### src/rtl/board_irq_encoder.sv
module board_irq_encoder #(
  parameter int          NSRC   = 13,
  parameter int          DW     = 16,
  parameter int          AW     = 6,
  parameter logic [15:0] ID_VAL = 16'h0010
) (
  input  logic            clk,
  input  logic            rst_n,
  input  logic [NSRC-1:0] irq_src,
  input  logic            bus_sel,
  input  logic            bus_wr,
  input  logic [AW-1:0]   bus_addr,
  input  logic [DW-1:0]   bus_wdata,
  output logic [DW-1:0]   bus_rdata,
  output logic [3:0]      irl_out,
  output logic [DW-1:0]   gpo,
  output logic            shutdown_req
);
  localparam logic [AW-2:0] OFS_MASK = (AW-1)'(6'h00 >> 1);
  localparam logic [AW-2:0] OFS_PWR  = (AW-1)'(6'h30 >> 1);
  localparam logic [AW-2:0] OFS_ID   = (AW-1)'(6'h32 >> 1);
  localparam logic [AW-2:0] OFS_PORT = (AW-1)'(6'h36 >> 1);

  function automatic int bit_of(input int p);
    case (p)
      0: return 11;  1: return 9;   2: return 8;   3: return 12;
      4: return 10;  5: return 6;   6: return 5;   7: return 4;
      8: return 7;   9: return 14;  10: return 13; 11: return 0;
      default: return 15;
    endcase
  endfunction

  logic [DW-1:0] mask_q, mask_nxt, pend;
  logic [3:0]    best;
  logic [AW-2:0] word;
  logic          wr_en, rd_en;

  assign word  = bus_addr[AW-1:1];
  assign wr_en = bus_sel && bus_wr;
  assign rd_en = bus_sel && !bus_wr;
  assign mask_nxt = (wr_en && word == OFS_MASK) ? bus_wdata : mask_q;

  always_comb begin
    pend = '0;
    for (int p = 0; p < NSRC; p++) pend[bit_of(p)] = irq_src[p];
  end

  always_comb begin
    best = 4'hF;
    for (int p = NSRC-1; p >= 0; p--)
      if (pend[bit_of(p)] && mask_nxt[bit_of(p)]) best = 4'(p);
  end

  always_ff @(posedge clk) begin
    if (!rst_n) begin
      mask_q       <= '0;
      gpo          <= '0;
      irl_out      <= '0;
      shutdown_req <= 1'b0;
    end else begin
      mask_q       <= mask_nxt;
      irl_out      <= best ^ 4'hF;
      shutdown_req <= wr_en && word == OFS_PWR && bus_wdata[0];
      if (wr_en && word == OFS_PORT) gpo <= bus_wdata;
    end
  end

  always_comb begin
    bus_rdata = '0;
    if (rd_en)
      case (word)
        OFS_MASK: bus_rdata = mask_q;
        OFS_ID:   bus_rdata = ID_VAL;
        OFS_PORT: bus_rdata = gpo;
        default:  bus_rdata = '0;
      endcase
  end
endmodule

### config.mk
export PLATFORM = sky130hd
export DESIGN_NAME = board_irq_encoder
export DESIGN_NICKNAME = d
export VERILOG_FILES = /design/src/rtl/board_irq_encoder.sv
export SDC_FILE = /design/constraint.sdc
export NUM_CORES = 1
export LEC_CHECK = 0
export ABC_AREA = 1
export BUFFER_PORTS_ARGS = -buffer_cell sky130_fd_sc_hd__buf_4
export CAP_MARGIN = 40
export CELL_PAD_IN_SITES_DETAIL_PLACEMENT = 0
export CELL_PAD_IN_SITES_GLOBAL_PLACEMENT = 1
export CORE_UTILIZATION = 35
export DETAILED_ROUTE_END_ITERATION = 10
export GPL_ROUTABILITY_DRIVEN = 0
export GPL_TIMING_DRIVEN = 1
export PLACE_DENSITY = 0.84
export SYNTH_ARGS = -nofsm -noshare
export SYNTH_HDL_FRONTEND = slang
export SYNTH_SLANG_ARGS = --single-unit
export TNS_END_PERCENT = 30
### constraint.sdc
create_clock -name clk -period 3.89 [get_ports clk]
set_input_delay 0.389 -clock clk [delete_from_list [all_inputs] [get_ports clk]]
set_output_delay 0.389 -clock clk [all_outputs]
set_load 0.02 [all_outputs]
==> results.md, run 1 <==
* Outcome: completed
* Port bufs at 74
* Worst-Margin Slew at approximately 660 ps
* Layout cells sized above 1 at roughly 33%
* Syn Inst Count at ~250
* Synth top area share at between 40 and 50%
* Syn Std Cell Area at 1800 µm²
* Reg power frac at roughly 48%
* Number of global-route vias before repair at ~1700
* First-pass GRT wire length at around 8000 µm
* Hold-fix buffers at CTS at 0
* Max Clk Rate at approximately 0.47 GHz
* Cell taking the most area after synthesis: dfxtp_1
* First DRT Iteration DRCs at around 80
* Inserted Clock Buffers at 5
* GR Overflow Total at 0
* Post-synth EDFFs at 0
* # DRC at 0
* Maximum buffer depth of the clock tree at 2
* Final Util at between 50% and 60%
* P_leak at ~1.2 nW
* CTS root buffer: clkbuf_8
* Pre-antenna DRT Iters at 4
* Max_slew headroom at 55.8%
* Crit path time final at about 2100 ps
* Final Skew at approximately 10 ps
* P&R area growth vs syn at 40.0%
* Period utilization at 54.9%
* CTS tree: built
* Share of flip-flops with an asynchronous set or reset at 0%
* Data required, critical path at about 3500 ps
* Max Slew Vio Count at 0
* Synth area leaders: dfxtp_1 (41%), nor2_1 (9.6%), nand2_1 (8.3%)
* Synth Flop Type: dfxtp_1
* Switch Pwr at between 150 and 200 µW
* Arr. time, crit path at 1750 ps
* Min-delay worst type: in -> reg
* DR WL/cell at 12.7 µm
* Max Cap Viol at 0
* Die height at 73.7 µm
* # fillers at around 520
* Average size of a mapped cell at around 7.1 µm²
* DRT Wirelength at ~5000 µm
* H-Tree Depth at 2
* Total GRT Usage at roughly 20%
* WHS at 335 ps
* Critical path class: in -> out
* Largest net degree at the start of global routing at 27
* Routed vias at around 1900
* Final hold violation count at 0
* # rows at 25
* Setup TNS at 0 ps
* Synth warnings at 0
* Sequential area share after synthesis at around two fifths
* Die area at approximately 5400 µm²
* Worst VDD drop at ~0.18 mV
* Clock sink total at 37
* Inserted Diodes at 0
* Worst setup EP type: output port
* Final #Nets at 366
* Via density at roughly 4.7
* Flops & latches, synth at 37
* Net Count, Synth at around 300
* Core area at around 4800 µm²
* Post-DP HPWL at roughly 3500 µm
* Cell internal pwr at around 630 µW
* Synth unique cells at 30
* Switch share at between 20 and 25%
* Detail Route Antenna Nets at 0
* CP Launch Type: primary input
* Post-synth top cells: nor2_1 (46), nand2_1 (40), dfxtp_1 (37)
* Reg2reg setup slack at between 2000 and 3000 ps
* Post_cts resized at 0
* Power Dens Cells at 320 nW/µm²
* Comb pwr share at a little under a tenth
* IO Pins at 76
* Clk pwr share at 43.2%
* Setup bufs post-CTS at 0
* Initial antenna violation count at 0
* Final setup fails at 0
* Clk slew on worst S/H paths at 80 ps
* Count leader, synth: nor2_1
* Starting Density at approximately 37%
* Worst skew pair latency at roughly 280 ps
* Crit-path max FO at 15
* RSZ-0062 raised after global routing: false
* Die outline width at 73.7 µm
[cells in the final DEF (no fill, tap or decap)]
cell,netlist,routed
o21ai_0,21,21
nor3_1,1,1
nand4_1,2,2
nor2_1,46,46
a22oi_1,15,15
a21oi_1,17,17
nand2_1,40,40
nand4_2,1,1
o21a_1,1,1
or2_2,1,1
o211ai_1,2,2
nand3_1,3,3
nand3_2,2,2
o21a_2,1,1
bufinv_16,0,1
clkbuf_8,0,6
inv_1,28,28
inv_2,4,4
buf_4,0,76
nand2_2,4,4
o21ai_1,3,3
dfxtp_1,37,37
or2_1,1,1
o21ai_2,4,4
nor2_4,3,3
clkinv_1,1,1
nor2_2,3,3
clkinvlp_4,0,1
o21bai_1,1,1
a31oi_1,2,2
[state kept, by name, indices dropped and copies added, names as in the netlist]
signal	cells
shutdown_req	1
mask_q	16
gpo	16
irl_out	4
[through the flow]
step                      cell area [µm²]  worst slack (ps)  power, mW  instances
after CTS                            2520              1770      0.814        395
after global routing                 2520              1590      0.845        395
after floorplan                      1800              2030      0.423        254
final                                2520              1750      0.806        395
after detailed placement             2400              1570      0.467        387
after global placement               2390              1590      0.467        386
[layout make-up]
class / instances / area [µm²] / share of cell area, %
Timing Repair Buffer: 76 / 571 / 22.6
Inverter: 33 / 124 / 4.91
Clock inverter: 2 / 37.5 / 1.49
Tap cell: 67 / 83.8 / 3.33
Clock buffer: 6 / 82.6 / 3.28
Sequential cell: 37 / 741 / 29.4
Multi-Input combinational cell: 174 / 882 / 35.0
[cell families (layout without fill, tap and decap cells)]
kind of cell,after synthesis,count (layout),share of synthesized area (%)
and+or+nand+nor,107,107,26.5
DFF,37,37,41.1
AOI/OAI and AO/OA,67,67,22.4
buffers and inverters,43,117,9.87
[power by group through the flow]
stage / clock (mW) / sequential [mW] / combinational [mW]
6_report: 0.348 / 0.384 / 0.0742
5_1_grt: 0.379 / 0.384 / 0.0816
4_1_cts: 0.355 / 0.384 / 0.0748
3_5_place_dp: 0 / 0.393 / 0.0746
3_3_place_gp: 0 / 0.393 / 0.0742
2_1_floorplan: 0 / 0.396 / 0.0278
[final timing paths]
| check | from | cells past startpoint | end |
|---|---|---|---|
| setup / recovery | bus_addr[4] | 10 | bus_rdata[13] |
| hold / removal | bus_wdata[2] | 3 | gpo[2] |
| setup reg to reg | mask_q[4] | 7 | irl_out[1] |
| hold reg to reg | gpo[4] | 2 | gpo[4] |
[worst max-delay path: stages]
cell	delay, ps
buf_4	100
inv_1	40
nor2_1	90
nand3_1	100
inv_1	70
nand2_1	50
inv_1	450
a22oi_1	140
nor2_1	150
buf_4	170
[routing by layer]
| metal | share of wire (%) | global-route usage (%) | wire length, µm | vias up |
|---|---|---|---|---|
| met4 | 0.82 | 6.84 | 41 | 0 |
| met1 | 46 | 23.6 | 2290 | 846 |
| met5 | 0 | 0 | 0 | - |
| li1 | - | - | - | 973 |
| met3 | 3.1 | 4.12 | 156 | 2 |
| met2 | 50 | 34.6 | 2520 | 45 |
No activity file was read; power rests on OpenSTA's default activity.
==> run 2, diff against run 1 <==
--- a/config.mk
+++ b/config.mk
@@ -10,11 +10,11 @@
 export CAP_MARGIN = 40
 export CELL_PAD_IN_SITES_DETAIL_PLACEMENT = 0
 export CELL_PAD_IN_SITES_GLOBAL_PLACEMENT = 1
-export CORE_UTILIZATION = 35
+export CORE_UTILIZATION = 32
 export DETAILED_ROUTE_END_ITERATION = 10
 export GPL_ROUTABILITY_DRIVEN = 0
 export GPL_TIMING_DRIVEN = 1
-export PLACE_DENSITY = 0.84
+export PLACE_DENSITY = 0.77
 export SYNTH_ARGS = -nofsm -noshare
 export SYNTH_HDL_FRONTEND = slang
 export SYNTH_SLANG_ARGS = --single-unit
==> constraint.sdc (replaced) <==
create_clock -name clk -period 2.09 [get_ports clk]
set_input_delay 0.209 -clock clk [delete_from_list [all_inputs] [get_ports clk]]
set_output_delay 0.209 -clock clk [all_outputs]
set_load 0.02 [all_outputs]
==> run 2 against run 1 <==
Count of clock-buffer cells in the layout stayed put. Clock skew decreased by 3.7 ps. Critical path depth increased by 1. Clock power increased by 78%. Wire length is 4.7% higher. Worst hold slack got worse by 190 ps. Sequential share of layout area fell by 0.52 points. Setup slack worse by 1300 ps. Total power increased by 83%. Utilization down 3.3 points. Critical path type unchanged. Largest power group unchanged.
==> results.md, run 2 (synthesis gave the netlist of run 1 again) <==
* Largest net degree at the start of global routing at 22 (-19%)
* Final Skew at 6.27 ps (-3.71 ps)
* Detail Route Antenna Nets at 0 (unchanged)
* Switch Pwr at 340 µW (+88%)
* H-Tree Depth at 2 (unchanged)
* Final #Nets at 371 (+1.4%)
* Power Dens Cells at 575 nW/µm² (+80%)
* Worst setup EP type: output port
* Final hold violation count at 0 (unchanged)
* Core area at 5270 µm² (+8.7%)
* Delay-heaviest family, CP: buffers and inverters
* Worst-Margin Slew at 630 ps (-30.6 ps)
* Initial antenna violation count at 0 (unchanged)
* Post-Place Worst Slack at 206 ps (-1360 ps)
* Clock sink total at 37 (unchanged)
* Reg2reg path depth at 16 (+9)
* Die area at 5930 µm² (+9.1%)
* Crit path time final at roughly 1600 ps
* Slowest stage delay, CP at 230 ps (-220 ps)
* Worst VDD drop at 0.348 mV (+90%)
* Cell mode on critical path: inv_1
* Post-DP HPWL at 3820 µm (+7.8%)
* Post-route cell area at 2570 µm² (+1.8%)
* Pre-antenna DRT Iters at 4 (unchanged)
* Most common cell after layout, fill and taps aside: buf_4
* CP Launch Type: primary input
* Inserted Clock Buffers at 5 (unchanged)
* Hold-fix buffers at CTS at 0 (unchanged)
* Crit-path max FO at 11 (-4)
* Slowest CP cell: inv_1
* P&R area growth vs syn at 42.5%
* # DRC at 0 (unchanged)
* WHS Path Cells at 3 (unchanged)
* Routed vias at 1884 (+0.96%)
* # fillers at 576 (+10%)
* First DRT Iteration DRCs at 45 (-44%)
* Max Cap Viol at 0 (unchanged)
* First-pass GRT wire length at 8640 µm (+8.3%)
* IO Pins at 76 (unchanged)
* Clk slew on worst S/H paths at 80 ps (about the same)
* Cell internal pwr at 1.14 mW (+82%)
* # rows at 26 (+4.0%)
* Min-delay worst type: in -> reg
* Via density at 4.67 (-1.0%)
* Setup TNS at 0 ps (unchanged)
* Layout cells sized above 1 at 33.3% (+0.71 points)
* Worst skew pair latency at 290 ps (about the same)
* DR WL/cell at 13.0 µm (+2.7%)
* Final setup fails at 0 (unchanged)
* P_leak at 1.25 nW (+2.3%)
* Arr. time, crit path at 1430 ps (-320 ps)
* Inserted Diodes at 0 (unchanged)
* Final Util at 48.7% (-3.3 points)
* Critical path depth in cells at 11 (+1)
* Max Clk Rate at 0.611 GHz
* CTS tree: built
* Max Slew Vio Count at 0 (unchanged)
* Maximum buffer depth of the clock tree at 2 (unchanged)
* GR Overflow Total at 0 (unchanged)
* CP Buf/Inv Count at 6 (+1)
* Max_slew headroom at 57.9% (+2.0 points)
* Starting Density at 34.2% (-3.0 points)
* Clk pwr share at 42.1% (-1.1 points)
* DP Area at 2450 µm² (+2.2%)
* Final worst slack at 452 ps (-1300 ps)
* Period utilization at 78.4%
* Commonest cells after routing, fill and taps aside: buf_4 (80), nor2_1 (46), nand2_1 (40), dfxtp_1 (37), inv_1 (28)
* Setup bufs post-CTS at 0 (unchanged)
* Die height at 77.0 µm (+4.5%)
* Die outline width at 77.0 µm (+4.5%)
* Outcome: completed
* Top Registers: gpo: 16 flops, mask_q: 16 flops, irl_out: 4 flops
* Number of global-route vias before repair at 1840 (+7.2%)
* Total GRT Usage at 18.5% (-1.1 points)
* RSZ-0062 raised after global routing: false
* Reg power frac at 48.4% (+0.8 points)
* Register area at 741 µm² (unchanged)
* Switch share at 23.0% (+0.62 points)
* Data required, critical path at 1880 ps (-1620 ps)
* Critical-path cell list: buf_4, inv_1, nor2_1, nand3_1, inv_1, nand2_1, inv_1, buf_12, a22oi_1, nor2_1, buf_4
* Critical path class: in -> out
* CTS root buffer: clkbuf_8
* Post_cts resized at 0 (unchanged)
* DRT Wirelength at 5250 µm (+4.7%)
* Comb pwr share at 9.5% (+0.3 points)
* Port bufs at 74 (unchanged)
* Multi-input logic area at 882 µm² (unchanged)
[run 2: changes by cell type in the layout (fill, tap and decap cells not counted)]
| cell | delta |
|---|---|
| buf_4 | +4 |
| buf_12 | +1 |
| clkbuf_1 | +1 |
| clkbuf_8 | -1 |
| clkinv_4 | +1 |
| clkinvlp_4 | -1 |
[run 2: final timing paths]
kind                startpoint             to  slack [ps]
hold reg to reg         gpo[4]         gpo[4]         480
setup reg to reg    mask_q[15]     irl_out[0]         730
hold / removal    bus_wdata[3]         gpo[3]         140
setup / recovery   bus_addr[4]  bus_rdata[11]         450
[run 2: metal layers]
layer / global-route usage (%) / routed length (µm) / up-vias
met4: 5.09 / 56 / 0
met5: 0 / 0 / -
met2: 32.9 / 2520 / 46
met3: 4.88 / 265 / 4
met1: 21.8 / 2410 / 851
li1: - / - / 983
[run 2: cell type report]
type / count / area share (%)
clock buffers: 6 / 2.83
clock inverters: 2 / 1.51
inverters: 33 / 4.83
multi-input cells: 174 / 34.4
flip-flops and latches: 37 / 28.9
well taps: 70 / 3.41
repair buffers: 81 / 24.2
[run 2: worst register-to-register path, cell delays in order, from the launching register on]
cell	delay, ps
dfxtp_1	330
inv_1	40
nand2_1	50
nand2_1	80
nor2_2	120
nand2_1	60
nand2_1	50
nand2_1	50
nand2_1	60
nand2_1	40
nand2_1	50
nand2_1	40
nand2_1	50
nand2_1	40
nand2_1	60
nand2_1	50
a21oi_1	110
[run 2: through the flow]
| stage | power [mW] | hold slack, ps | cells |
|---|---|---|---|
| after floorplan | 0.788 | 342 | 254 |
| after global placement | 0.873 | 443 | 395 |
| after detailed placement | 0.873 | 449 | 395 |
| after CTS | 1.49 | 138 | 403 |
| after global routing | 1.54 | 150 | 403 |
| final | 1.48 | 142 | 403 |
[run 2: power groups by stage]
stage	sequential, mW	combinational (mW)	clock, mW
global placement	0.731	0.142	0
floorplan	0.736	0.0518	0
finish	0.715	0.141	0.621
CTS	0.715	0.142	0.637
detailed placement	0.731	0.142	0
global route	0.715	0.155	0.670
==> run 3, diff against run 2 <==
--- a/config.mk
+++ b/config.mk
@@ -10,11 +10,11 @@
 export CAP_MARGIN = 40
 export CELL_PAD_IN_SITES_DETAIL_PLACEMENT = 0
 export CELL_PAD_IN_SITES_GLOBAL_PLACEMENT = 1
-export CORE_UTILIZATION = 32
+export CORE_UTILIZATION = 29
 export DETAILED_ROUTE_END_ITERATION = 10
 export GPL_ROUTABILITY_DRIVEN = 0
 export GPL_TIMING_DRIVEN = 1
-export PLACE_DENSITY = 0.77
+export PLACE_DENSITY = 0.74
 export SYNTH_ARGS = -nofsm -noshare
 export SYNTH_HDL_FRONTEND = slang
 export SYNTH_SLANG_ARGS = --single-unit
==> constraint.sdc (replaced) <==
create_clock -name clk -period 1.5 [get_ports clk]
set_input_delay 0.15 -clock clk [delete_from_list [all_inputs] [get_ports clk]]
set_output_delay 0.15 -clock clk [all_outputs]
set_load 0.02 [all_outputs]
==> run 3 against run 2 <==
Global-route usage down 1.0 points. Die area up 10%. Total power up 32%. Largest power group unchanged. First-iteration DRC count up 49%. Critical path depth up 1. Critical endpoint is now bus_rdata[5]. Worst hold slack worse by 45 ps. Sequential share of layout area down 3.0 points. Clock power up 14%. Largest cell class unchanged.
==> results.md, run 3 (synthesis gave the netlist of run 1 again) <==
* Outcome: completed
* DP Area at 2660 µm² (+8.4%)
* # fillers at 628 (+9.0%)
* Min-delay worst type: in -> reg
* Most common cell after layout, fill and taps aside: buf_4
* Arr. time, crit path at 1280 ps (-150 ps)
* Reg2reg setup slack at 140 ps (-590 ps)
* Max_slew headroom at 66.7% (+8.8 points)
* Worst setup EP type: output port
* IO Pins at 76 (unchanged)
* Routed vias at 1998 (+6.1%)
* Final std cells w/o fill at 437 (+8.4%)
* Post-route cell area at 2870 µm² (+12%)
* Initial antenna violation count at 0 (unchanged)
* Worst VDD drop at 0.308 mV (-11%)
* Metal-1 WL at 2560 µm (+6.2%)
* DRT Wirelength at 5650 µm (+7.7%)
* Clock sink total at 37 (unchanged)
* CTS tree: built
* P&R area growth vs syn at 59.3%
* Inserted Diodes at 0 (unchanged)
* Slowest stage delay, CP at 170 ps (-60 ps)
* Detail Route Antenna Nets at 0 (unchanged)
* Maximum buffer depth of the clock tree at 2 (unchanged)
* Power Dens Cells at 680 nW/µm² (+18%)
* Data required, critical path at 1350 ps (-530 ps)
* Hold-fix buffers at CTS at 0 (unchanged)
* Crit path time final at approximately 1400 ps
* CTS root buffer: clkbuf_8
* Number of global-route vias before repair at 1938 (+5.3%)
* Critical-path cell list: buf_6, buf_6, inv_2, nor2_4, nand3_2, inv_1, nand2_2, inv_4, buf_12, a22oi_1, nor2_1, buf_4
* Period utilization at 95.2%
* Worst-Margin Slew at 497 ps (-134 ps)
* Port bufs at 74 (unchanged)
* P_leak at 1.40 nW (+12%)
* Critical Path Start: bus_addr[4]
* Starting Density at 30.2% (-3.9 points)
* Cell mode on critical path: buf_6
* Final worst slack at 71.5 ps (-381 ps)
* Critical path class: in -> out
* GR Overflow Total at 0 (unchanged)
* Tot Pwr at 1.95 mW (+32%)
* Crit-path max FO at 5 (-6)
* Placed cells at 425 (+7.6%)
* Largest net degree at the start of global routing at 22 (unchanged)
* Core area at 5960 µm² (+13%)
* First DRT Iteration DRCs at 67 (+49%)
* Total GRT Usage at 17.5% (-1.0 points)
* Die height at 80.8 µm (+4.9%)
* RSZ-0062 raised after global routing: true
* Worst skew pair latency at 290 ps (about the same)
* R2r startpoint: mask_q[4]
* Via density at 4.57 (-2.2%)
* R2r endpoint: irl_out[0]
* Setup crit end: bus_rdata[5]
* Reg2reg path depth at 11 (-5)
* Post-DP HPWL at 4130 µm (+8.1%)
* Inserted Clock Buffers at 5 (unchanged)
* Top Registers: gpo: 16 flops, mask_q: 16 flops, irl_out: 4 flops
* Final #Nets at 400 (+7.8%)
* Clk slew on worst S/H paths at 70 ps (about the same)
* Commonest cells after routing, fill and taps aside: buf_4 (100), nor2_1 (45), nand2_1 (37), dfxtp_1 (36), inv_1 (26)
* WHS at 97.2 ps (-45.1 ps)
* DR WL/cell at 12.9 µm (-0.64%)
* Final Util at 48.2% (-0.52 points)
* Final hold violation count at 0 (unchanged)
* Final Skew at 8.79 ps (+2.52 ps)
* Max Cap Viol at 0 (unchanged)
* # DRC at 0 (unchanged)
* CP Launch Type: primary input
* # rows at 28 (+7.7%)
* Post-Place Worst Slack at -217 ps (-423 ps)
* First-pass GRT wire length at 8680 µm (+0.49%)
* Top Metal Used: met4
* Setup TNS at 0 ps (unchanged)
* Final setup fails at 0 (unchanged)
* Layout cells sized above 1 at 41.4% (+8.1 points)
* Routed wl met3 at 293 µm (+11%)
* Max Slew Vio Count at 0 (unchanged)
* Die area at 6530 µm² (+10%)
* H-Tree Depth at 2 (unchanged)
* Max Clk Rate at between 0.7 and 0.8 GHz
* Pre-antenna DRT Iters at 4 (unchanged)
* Slowest CP cell: buf_4
* Met2 wire length at 2770 µm (+10%)
* Die outline width at 80.8 µm (+4.9%)
[run 3: cell types whose count changed in the layout (fill, tap and decap cells not counted), moves of 2 or more]
cell,previous run,this run
clkinv_2,0,2
nor2_4,3,5
nand2_2,4,6
inv_1,28,26
buf_6,0,7
buf_4,80,100
nand2_1,40,37
[run 3: layer usage]
metal | vias up | track usage [%]
met2 | 54 | 30.8
met1 | 907 | 21.7
li1 | 1035 | -
met5 | - | 0
met4 | 0 | 4.29
met3 | 2 | 3.60
[run 3: layout make-up]
class                   count  area [µm²]  area share (%)
clock buffers               5        68.8            2.40
clock inverters             3        17.5           0.611
inverters                  33         126            4.40
multi-input cells         174         926            32.3
flip-flops and latches     37         742            25.9
well taps                  75        93.8            3.27
repair buffers            110         895            31.2
[run 3: worst min-delay path by stage]
stage | endpoint | cells after the start | slack, ps | from
floorplan | shutdown_req | 2 | 280 | bus_wdata[0]
global placement | gpo[2] | 3 | 390 | bus_wdata[2]
detailed placement | gpo[1] | 3 | 390 | bus_wdata[1]
CTS | gpo[1] | 3 | 90 | bus_wdata[1]
global route | gpo[1] | 3 | 110 | bus_wdata[1]
finish | gpo[3] | 3 | 100 | bus_wdata[3]
[run 3: what timing repair did]
item / CTS / global route
setup endpoints to repair: 0 / 18
gates resized for setup: 0 / 21
setup buffers: 0 / 3
[run 3: worst max-delay path, delay by kind of cell]
kind,cells,cell delay [ps]
buffers and inverters,7,650
and+or+nand+nor,4,410
AOI/OAI and AO/OA,1,60
[run 3: report_power, final]
group | internal, mW | total, mW | switching (mW)
registers | 0.991 | 0.996 | 0.00523
logic | 0.125 | 0.244 | 0.119
clock network | 0.321 | 0.711 | 0.390
